$ cat config.mk
export PLATFORM = sky130hd
export DESIGN_NAME = hazard_unit
export DESIGN_NICKNAME = d
export VERILOG_FILES = /design/src/rtl/hazard_pkg.sv /design/src/rtl/fwd_select.sv /design/src/rtl/load_use_detect.sv /design/src/rtl/hazard_unit.sv
export SDC_FILE = /design/constraint.sdc
export NUM_CORES = 1
export LEC_CHECK = 0
export BUFFER_PORTS_ARGS = -buffer_cell sky130_fd_sc_hd__buf_2
export CORE_AREA = 4 4 41 43
export DETAILED_ROUTE_END_ITERATION = 10
export DIE_AREA = 0 0 45 47
export PLACE_DENSITY = 0.75
export SLEW_MARGIN = 5
export SYNTH_ARGS = -nofsm -noshare
export SYNTH_HDL_FRONTEND = slang
export SYNTH_SLANG_ARGS = --single-unit
$ cat constraint.sdc
create_clock -name vclk -period 1.9
set_clock_uncertainty 0.05 [all_clocks]
set_input_delay 0.285 -clock vclk [all_inputs]
set_output_delay 0.285 -clock vclk [all_outputs]
set_load 0.03 [all_outputs]
$ cat src/rtl/hazard_pkg.sv
package hazard_pkg;
  localparam int unsigned REG_IDX_W = 5;

  typedef enum logic [1:0] {
    SEL_RF     = 2'b00,
    SEL_EXMEM  = 2'b01,
    SEL_MEMWB  = 2'b10,
    SEL_ZERO   = 2'b11
  } fwd_sel_e;
endpackage

$ cat src/rtl/fwd_select.sv
module fwd_select
  import hazard_pkg::*;
#(
  parameter int unsigned IDX_W = REG_IDX_W
) (
  input  logic [IDX_W-1:0] src_idx,
  input  logic [IDX_W-1:0] young_rd,
  input  logic             young_wen,
  input  logic [IDX_W-1:0] old_rd,
  input  logic             old_wen,
  output fwd_sel_e         sel
);
  logic src_live;
  logic hit_young;
  logic hit_old;

  always_comb begin
    src_live  = (src_idx != '0);
    hit_young = src_live && young_wen && (src_idx == young_rd);
    hit_old   = src_live && old_wen && (src_idx == old_rd);
    if (hit_young)    sel = SEL_EXMEM;
    else if (hit_old) sel = SEL_MEMWB;
    else              sel = SEL_RF;
  end

  always_comb begin
    a_r4_zero_src: assert ((src_idx != '0) || (sel == SEL_RF))
      else $error("zero source forwarded");
    a_r5_no_code3: assert (sel != SEL_ZERO)
      else $error("select 11 produced");
    a_r3_young_wins: assert (!(young_wen && src_idx == young_rd && src_idx != '0)
                             || sel == SEL_EXMEM)
      else $error("younger writer lost priority");
  end
endmodule

$ cat src/rtl/load_use_detect.sv
module load_use_detect
  import hazard_pkg::*;
#(
  parameter int unsigned IDX_W   = REG_IDX_W,
  parameter int unsigned NUM_SRC = 2
) (
  input  logic [NUM_SRC-1:0][IDX_W-1:0] dec_src,
  input  logic [IDX_W-1:0]              load_rd,
  input  logic                          load_vld,
  output logic                          hold
);
  logic [NUM_SRC-1:0] src_hit;

  for (genvar g = 0; g < NUM_SRC; g++) begin : g_cmp
    assign src_hit[g] = (dec_src[g] == load_rd);
  end

  assign hold = load_vld && (load_rd != '0) && (|src_hit);

  always_comb begin
    a_r8_no_zero_stall: assert (!hold || (load_vld && load_rd != '0))
      else $error("stall without a live load destination");
  end
endmodule

$ cat src/rtl/hazard_unit.sv
module hazard_unit
  import hazard_pkg::*;
#(
  parameter int unsigned IDX_W = REG_IDX_W
) (
  input  logic [IDX_W-1:0] ex_rs1,
  input  logic [IDX_W-1:0] ex_rs2,
  input  logic [IDX_W-1:0] exmem_rd,
  input  logic             exmem_wen,
  input  logic [IDX_W-1:0] memwb_rd,
  input  logic             memwb_wen,
  input  logic [IDX_W-1:0] id_rs1,
  input  logic [IDX_W-1:0] id_rs2,
  input  logic [IDX_W-1:0] idex_rd,
  input  logic             idex_mem_rd,
  output logic [1:0]       fwd_a,
  output logic [1:0]       fwd_b,
  output logic             stall
);
  localparam int unsigned NUM_OPS = 2;

  logic [NUM_OPS-1:0][IDX_W-1:0] ex_src;
  fwd_sel_e                      op_sel [NUM_OPS];
  logic [NUM_OPS-1:0][IDX_W-1:0] dec_src;

  assign ex_src  = {ex_rs2, ex_rs1};
  assign dec_src = {id_rs2, id_rs1};

  for (genvar g = 0; g < NUM_OPS; g++) begin : g_op
    fwd_select #(.IDX_W(IDX_W)) u_sel (
      .src_idx  (ex_src[g]),
      .young_rd (exmem_rd),
      .young_wen(exmem_wen),
      .old_rd   (memwb_rd),
      .old_wen  (memwb_wen),
      .sel      (op_sel[g])
    );
  end

  assign fwd_a = op_sel[0];
  assign fwd_b = op_sel[1];

  load_use_detect #(.IDX_W(IDX_W), .NUM_SRC(NUM_OPS)) u_lu (
    .dec_src (dec_src),
    .load_rd (idex_rd),
    .load_vld(idex_mem_rd),
    .hold    (stall)
  );

  always_comb begin
    a_r6_b_rule: assert ((fwd_b != 2'b10) || (memwb_wen && ex_rs2 == memwb_rd && ex_rs2 != '0))
      else $error("operand B took writeback result without a match");
    a_r7_stall_match: assert (!stall || idex_rd == id_rs1 || idex_rd == id_rs2)
      else $error("stall without a source match");
  end
endmodule

; Yosys cells after proc, flatten, opt, wreduce, memory -nomap -nowiden
; Index checks and enable logic that the tools add are counted.
[totals]
ff_bits = 0
latch_bits = 0
ram_bits = 0
mem_bits_ro = 0
in_bits = 38
output_inout_bits = 5
wordCells = 24
mem_count = 0
[op_classes]
n_addsub = 0
multipliers = 0
div_mod_pow = 0
order_cmp = 0
eq_ne = 6
shifts = 0
muxes = 4
bitwise = 0
reduce_logical = 14
[ops]
columns = op, count
row1 = == test 5 bit, 6
row2 = nonzero test 5 bit, 3
row3 = logical AND 1 bit, 10
row4 = two-way mux 2 bit, 4
row5 = OR reduction 2 bit, 1

; Logic depth before layout (Yosys ltp)
; Gate-level depths: netlist (run 1).
[logic_depth]
word_depth = 5
mapped_depth = 4
mapped_depth_nobuf = 4

; Hierarchy
; A second synthesis (run 1) with hierarchy kept.
[hier_totals]
hier_cells = 55
area_unflattened_um2 = 417.9
[modules_own_cells]
columns = module, instances, cells_per_inst, area_each_um2, seq_area_each_um2
row1 = fwd_select, 2, 19, 146.4, 0.0
row2 = load_use_detect, 1, 17, 125.1, 0.0

; Least setup slack after synthesis (run 1)
; No wires, ideal clock.
[synth_timing]
kind = input-to-output
start = input port ex_rs1[1]
end = output port fwd_a[1]
arrival_time_ns = 1.640
required_ns = 1.565
slack_ns = -0.075
path_stages = 4
path_buffers = 0
cell_sequence = or4_4 nor2_4 nor4_2 nor4_2
[synth_via]
elab_cells_between_ends = 9
cone_classes = eq/ne: 2 / mux: 2 / reduce/logical: 5
[synth_rtl]
columns = element, line
row1 = start: declaration, hazard_unit.sv:6  ; input logic [IDX_W-1:0] ex_rs1,
row2 = nonzero test 5 bit, fwd_select.sv:18  ; src_live = (src_idx != '0);
row3 = logical AND 1 bit, fwd_select.sv:19  ; hit_young = src_live && young_wen && (src_idx == young_rd);
row4 = logical AND 1 bit *, fwd_select.sv:19
row5 = net g_op[0].u_sel.hit_young, fwd_select.sv:14  ; logic hit_young;
row6 = two-way mux 2 bit *, fwd_select.sv:21  ; if (hit_young) sel = SEL_EXMEM;
row7 = end: declaration, hazard_unit.sv:16  ; output logic [1:0] fwd_a,
; The timed path passes the listed nets; every way through them passes the cells marked *.

; Worst setup path in the final report (run 1)
[layout_timing]
start = input port ex_rs1[1]
end = output port fwd_a[1]
[layout_via]
elab_chain_cells = 5
elab_cells_between_ends = 9
cone_classes = eq/ne: 2 / mux: 2 / reduce/logical: 5
[layout_lines]
columns = element, line
row1 = nonzero test 5 bit, fwd_select.sv:18
row2 = logical AND 1 bit (2 in series), fwd_select.sv:20  ; hit_old = src_live && old_wen && (src_idx == old_rd);
row3 = two-way mux 2 bit, fwd_select.sv:22  ; else if (hit_old) sel = SEL_MEMWB;
row4 = two-way mux 2 bit *, fwd_select.sv:21
; Every way passes the cells marked *; elsewhere a longest branch is shown, timed or not.

==> out/qor.txt, run 1 <==
================================================================================
Die width                                                                  45 um
Startpoint class of the critical path                                 input port
Final Total Pwr                                                        0.1538 mW
Sequential cell area                                                       0 um2
Total cell area at the placement stage                                 747.0 um2
Buffers added on ports                                                        43
Drc violations                                                                 0
Average instance area after synthesis                                  8.357 um2
Fraction of layout instances using a drive strength above 1               58.25%
Areal power density over the cells                                  202.5 mW/mm2
Antenna violations before repair                                               0
Final HPWL from detailed placement                                       1264 um
Violation count after the first detailed-route iteration                       1
Worst EP arrival                                                         1530 ps
Starting density of the core                                              34.04%
Slowest cell delay on critical path                                       530 ps
CP top delay family                                                 simple AND/OR/NAND/NOR gates
Buffers and inverters on the worst path                                        2
Final estimated routing congestion in global placement                    0.7604
Hold Vio Cnt, Final                                                            0
Layout area overhead                                                      71.47%
Detail-routed via count per cell                                           4.737
Clock buffer instance count of the final layout                                0
Gate count after technology mapping                                           53
Static leakage power                                                   0.3343 nW
I/O pin total                                                                 43
Cell at the slowest stage of the critical path                      sky130_fd_sc_hd__or4_4
Die height                                                                 47 um
Std-Cell Core Area                                                  0.001301 mm2
Hold Worst Slack                                                        892.9 ps
Warnings from Yosys                                                            0
Final Net Count                                                              143
Required time of the critical path                                       1560 ps
Crit Path Max Fanout                                                           2
Hold buffers post-CTS                                                          0
Via count of the first global-routing pass                                   540
Routed Antenna Nets                                                            0
Final Cell Area                                                        759.5 um2
Period utilisation layout                                                 98.29%
Synthesized net count                                                         91
N_diodes                                                                       0
Maximum resistive drop on vdd                                       0.00009859 V
Mapped cell area                                                       442.9 um2
Result of the run                                                   complete, no violations
Global-route wire length before repair                                   2028 um
Number of sequential storage elements                                          0
Fin crit period                                                          1868 ps
Via count of the routed design                                               559
Pin count of the biggest net entering global routing                           4
Routed WL                                                                1297 um
Setup repair after global routing missed its margin                          yes
Cell Rows                                                                     13
Final count of negative-setup-slack endpoints                                  0
Critical path type                                                     in -> out
Least-Margin Pin Slew                                                   386.0 ps
Post-DR wirelength/cell                                                 10.99 um
Number of library cell types mapped by synthesis                              13
Slew headroom                                                             74.05%
Pre-antenna DRT Iters                                                          2
Maximum clock rate                                                     535.5 MHz
GRT Resource Usage Total                                                  12.51%
Die area                                                            0.002115 mm2
Number of pins exceeding their max-slew limit in the final report              0
Classification of the worst-slack hold path                            in -> out
Total gr overflow                                                              0
Max Cap Violations                                                             0
Critical Path Sink Type                                             primary output
Cell breakdown of the critical path                                 buf_2 > or4_4 > nor2_4 > nor4_2 > nor4_4 > buf_6
Portion of the post-synthesis area used by sequential elements                0%
================================================================================
==> worst paths after layout <==
check | from | to | slack, ps | depth (start not counted)
setup / recovery | ex_rs1[1] | fwd_a[1] | 30 | 6
hold / removal | memwb_wen | fwd_a[1] | 890 | 4
==> where the power goes <==
part | switching (mW) | internal, mW
Sequential | 0 | 0
Clock | 0 | 0
Combinational | 0.0704 | 0.0834
==> per-stage QoR <==
step,util (%),setup WS (ps),setup TNS [ps],std cells
2_1_floorplan,-,71.22,0,53
3_3_place_gp,57.40,1.774,0,118
3_5_place_dp,57.40,-23.53,-36.19,118
4_1_cts,57.79,8.850,0,118
5_1_grt,58.37,-43.22,-60.34,118
6_report,58.37,32.45,0,118
==> final cells by class <==
type / count / area [um2]
Tap cell: 15 / 18.77
Multi-Input combinational cell: 51 / 445.4
Fill cell: 131 / 541.8
Timing Repair Buffer: 52 / 295.3
==> layer usage <==
layer | global-route usage (%) | routed length (um) | vias to the layer above | part of all wire [%]
met3 | 2.682 | 239 | 0 | 18
met5 | 0 | 0 | - | 0
met4 | 0 | 0 | 0 | 0
met2 | 27.40 | 639 | 38 | 49
li1 | - | - | 285 | -
met1 | 12.36 | 419 | 236 | 32
==> synth_stat cells (all sizes together) <==
cell type  instances  area, um2
nor3               2      10.01
nor2               2      22.52
buf                2      15.01
nor4               4      50.05
or4                3      30.03
xnor2             20      175.2
nand2              2      7.510
nand3              2      10.01
a21oi              1      5.000
o21ai              1      5.000
nand4              4      25.02
xor2              10      87.58
==> placed cells by master, fill, tap and decap left out, drive strengths merged <==
cell,instances
a21oi,1
buf,52
nand2,2
nand3,2
nand4,4
nor2,2
nor3,2
nor4,4
o21ai,1
or4,3
xnor2,20
xor2,10
==> timing repair <==
item | CTS | global route
gates resized for setup | 2 | 2
hold endpoints to repair | 0 | 0
setup endpoints to repair | 2 | 2
buffers inserted | 0 | 0
==> logic make-up (layout without fill, tap and decap cells) <==
kind of cell    count (synthesis)  count (layout)  synth area share (%)
compound gates                  2               2                 2.258
xor+xnor                       30              30                 59.32
buf+inv                         2              52                 3.389
simple gates                   19              19                 35.03
Power figures use the tool's default switching activity.
==> run 2, diff against run 1 <==
--- a/config.mk
+++ b/config.mk
@@ -5,11 +5,13 @@
 export SDC_FILE = /design/constraint.sdc
 export NUM_CORES = 1
 export LEC_CHECK = 0
+export ABC_AREA = 1
 export BUFFER_PORTS_ARGS = -buffer_cell sky130_fd_sc_hd__buf_2
-export CORE_AREA = 4 4 41 43
+export CAP_MARGIN = 10
+export CORE_MARGIN = 4
+export CORE_UTILIZATION = 43
 export DETAILED_ROUTE_END_ITERATION = 10
-export DIE_AREA = 0 0 45 47
-export PLACE_DENSITY = 0.75
+export PLACE_DENSITY = 0.85
 export SLEW_MARGIN = 5
 export SYNTH_ARGS = -nofsm -noshare
 export SYNTH_HDL_FRONTEND = slang
==> out/qor.txt, run 2 <==
=====================================================================================
Result of the run                                                        complete, no violations
Average instance area after synthesis                                       4.485 um2   -46%
Via count of the routed design                                                    866   +55%
Final estimated routing congestion in global placement                         0.9101   +20%
Areal power density over the cells                                       196.2 mW/mm2   -3.1%
Place WS                                                                     364.9 ps   +388.4 ps
Routed Antenna Nets                                                                 0   unchanged
Portion of the post-synthesis area used by sequential elements                     0%   unchanged
GRT Resource Usage Total                                                       17.13%   +4.6 points
Number of sequential storage elements                                               0   unchanged
Setup repair after global routing missed its margin                                no
Max Cap Violations                                                                  0   unchanged
Die width                                                                    44.83 um   -0.39%
Critical path type                                                          in -> out
Crit Path Max Fanout                                                                3   +1
Maximum clock rate                                                          651.6 MHz   +22%
Cell breakdown of the critical path                                      buf_2 > or2_0 > nor2_1 > inv_1 > nand2_2 > nor2_2 > nor2_2 > buf_2
Via count of the first global-routing pass                                        726   +34%
Buffers and inverters on the worst path                                             3   +1
Most frequent standard cell in the layout excluding fill and tap cells   sky130_fd_sc_hd__nand2_1
Gate count after technology mapping                                               130   +150%
Drc violations                                                                      0   unchanged
Least-Margin Pin Slew                                                        149.1 ps   -236.9 ps
Aggregate negative setup slack                                                   0 ps   unchanged
Antenna violations before repair                                                    0   unchanged
Warnings from Yosys                                                                 0   unchanged
Hold buffers post-CTS                                                               0   unchanged
Worst EP arrival                                                              1200 ps   -330 ps
Adder-cell area share of the yosys netlist                                         0%   unchanged
Sequential cell area                                                            0 um2   unchanged
Fraction of layout instances using a drive strength above 1                    30.99%   -27 points
Post-synthesis compound-gate area fraction                                     8.155%   +5.9 points
Leading cell type by number of instances after synthesis                 sky130_fd_sc_hd__nand2_1
Starting density of the core                                                   45.37%   +11 points
Critical Path Sink Type                                                  primary output
Final count of negative-setup-slack endpoints                                       0   unchanged
Non-filler instance count after layout                                            186   +58%
Hold Vio Cnt, Final                                                                 0   unchanged
Pre-antenna DRT Iters                                                               4   +2
Number of pins exceeding their max-slew limit in the final report                   0   unchanged
Post-DR wirelength/cell                                                      8.978 um   -18%
Fin crit period                                                               1535 ps   -332.8 ps
Slowest cell delay on critical path                                            210 ps   -320 ps
Cell at the slowest stage of the critical path                           sky130_fd_sc_hd__or2_0
Startpoint class of the critical path                                      input port
Cell Rows                                                                          13   unchanged
Total gr overflow                                                                   0   unchanged
Buffers added on ports                                                             43   unchanged
Largest area contributor in the synthesized netlist                      sky130_fd_sc_hd__nand2_1
Synth area leaders                                                       sky130_fd_sc_hd__nand2_1 32%, sky130_fd_sc_hd__inv_1 14%, sky130_fd_sc_hd__nor2_1 10%
Maximum resistive drop on vdd                                            0.00009229 V   -6.4%
Mapped cell area                                                            583.1 um2   +32%
Final HPWL from detailed placement                                            1567 um   +24%
Pin count of the biggest net entering global routing                                5   +1
Simple-Gate Fraction of Synth Area                                             58.58%   +24 points
Met2 routed wirelength                                                         853 um   +33%
Commonest cells after routing, fill and taps aside                       50 x sky130_fd_sc_hd__nand2_1, 43 x sky130_fd_sc_hd__buf_2, 22 x sky130_fd_sc_hd__inv_1, 16 x sky130_fd_sc_hd__nor2_1, 7 x sky130_fd_sc_hd__inv_2
Die area                                                                 0.002009 mm2   -5.0%
Final Net Count                                                                   211   +48%
Std-Cell Core Area                                                       0.001285 mm2   -1.3%
Slew headroom                                                                  89.96%   +16 points
Synthesized net count                                                             168   +85%
Required time of the critical path                                            1560 ps   about the same
Classification of the worst-slack hold path                                 in -> out
Number of library cell types mapped by synthesis                                   17   +4
Final Cell Area                                                             802.0 um2   +5.6%
Fraction of synthesized area in multiplexers                                       0%   unchanged
N_diodes                                                                            0   unchanged
Top cell types by occurrence after synthesis                             50 x sky130_fd_sc_hd__nand2_1, 22 x sky130_fd_sc_hd__inv_1, 16 x sky130_fd_sc_hd__nor2_1, 7 x sky130_fd_sc_hd__inv_2
Routed WL                                                                     1670 um   +29%
Clock buffer instance count of the final layout                                     0   unchanged
Portion of synthesized cell area occupied by the leading cell type             32.19%   -7.4 points
Met3 WL post-DR                                                                100 um   -58%
I/O pin total                                                                      43   unchanged
Top layer used by detailed routing                                               met4
CP top delay family                                                      simple AND/OR/NAND/NOR gates
Filler cell count                                                                 127   -3.1%
Violation count after the first detailed-route iteration                            7   +6
Post-Synth XOR/XNOR Area                                                       12.02%   -47 points
Main combinational cell family by area after synthesis                   simple AND/OR/NAND/NOR gates
Met1 layer wirelength in the final routing                                     699 um   +67%
Die height                                                                   44.83 um   -4.6%
Placed cells                                                                      186   +58%
Static leakage power                                                        0.5340 nW   +60%
Layout area overhead                                                           37.55%
Period utilisation layout                                                      80.78%   -18 points
Total cell area at the placement stage                                      802.0 um2   +7.4%
Global-route wire length before repair                                        2718 um   +34%
Resized Gates After CTS                                                             0   -2
Detail-routed via count per cell                                                4.656   -1.7%
Post-route worst setup slack                                                 365.3 ps   +332.8 ps
Post-CTS setup-driven buffer insertion count                                        0   unchanged
=====================================================================================
-- run 2: changes by cell type after synthesis, sizes merged, moves of 2 or more --
cell	delta
o22ai	+2
nand3	+4
nor2	+16
o21ai	+4
nor4	-4
xnor2	-14
nand3b	+2
xor2	-8
nand2	+49
inv	+29
or4	-3
-- run 2: per-stage QoR --
stage / utilization (%) / hold WS, ps / power (mW)
2_1_floorplan: - / 699.4 / 0.08722
3_3_place_gp: 62.41 / 881.2 / 0.1534
3_5_place_dp: 62.41 / 890.3 / 0.1579
4_1_cts: 62.41 / 892.0 / 0.1584
5_1_grt: 62.41 / 904.4 / 0.1811
6_report: 62.41 / 895.7 / 0.1574
-- run 2: cell families after synthesis --
kind of cell    Yosys count
compound gates            9
buf+inv                  31
simple gates             82
xor+xnor                  8
-- run 2: path summary, 6_finish.rpt --
path	slack, ps	cells past startpoint	end	startpoint
setup / recovery	370	8	fwd_b[1]	ex_rs2[1]
hold / removal	900	4	stall	idex_mem_rd
-- run 2: routing by layer --
layer	global-route usage, %	up-vias
li1	-	472
met1	21.19	369
met2	33.24	23
met3	0.7968	2
met4	1.754	0
met5	0	-
-- run 2: cell type report --
type | instances | area (um2) | area share (%)
multi-input cells | 99 | 459.2 | 57.25
repair buffers | 43 | 215.2 | 26.83
inverters | 29 | 108.9 | 13.57
well taps | 15 | 18.77 | 2.340
-- run 2: tightest hold or removal path, delay by kind of cell --
kind / cells / cell delay, ps
AOI/OAI and AO/OA: 2 / 100
buffers and inverters: 2 / 270
-- run 2: where the power goes --
group | internal, mW | switching (mW)
logic | 0.0711 | 0.0863
clock network | 0 | 0
registers | 0 | 0
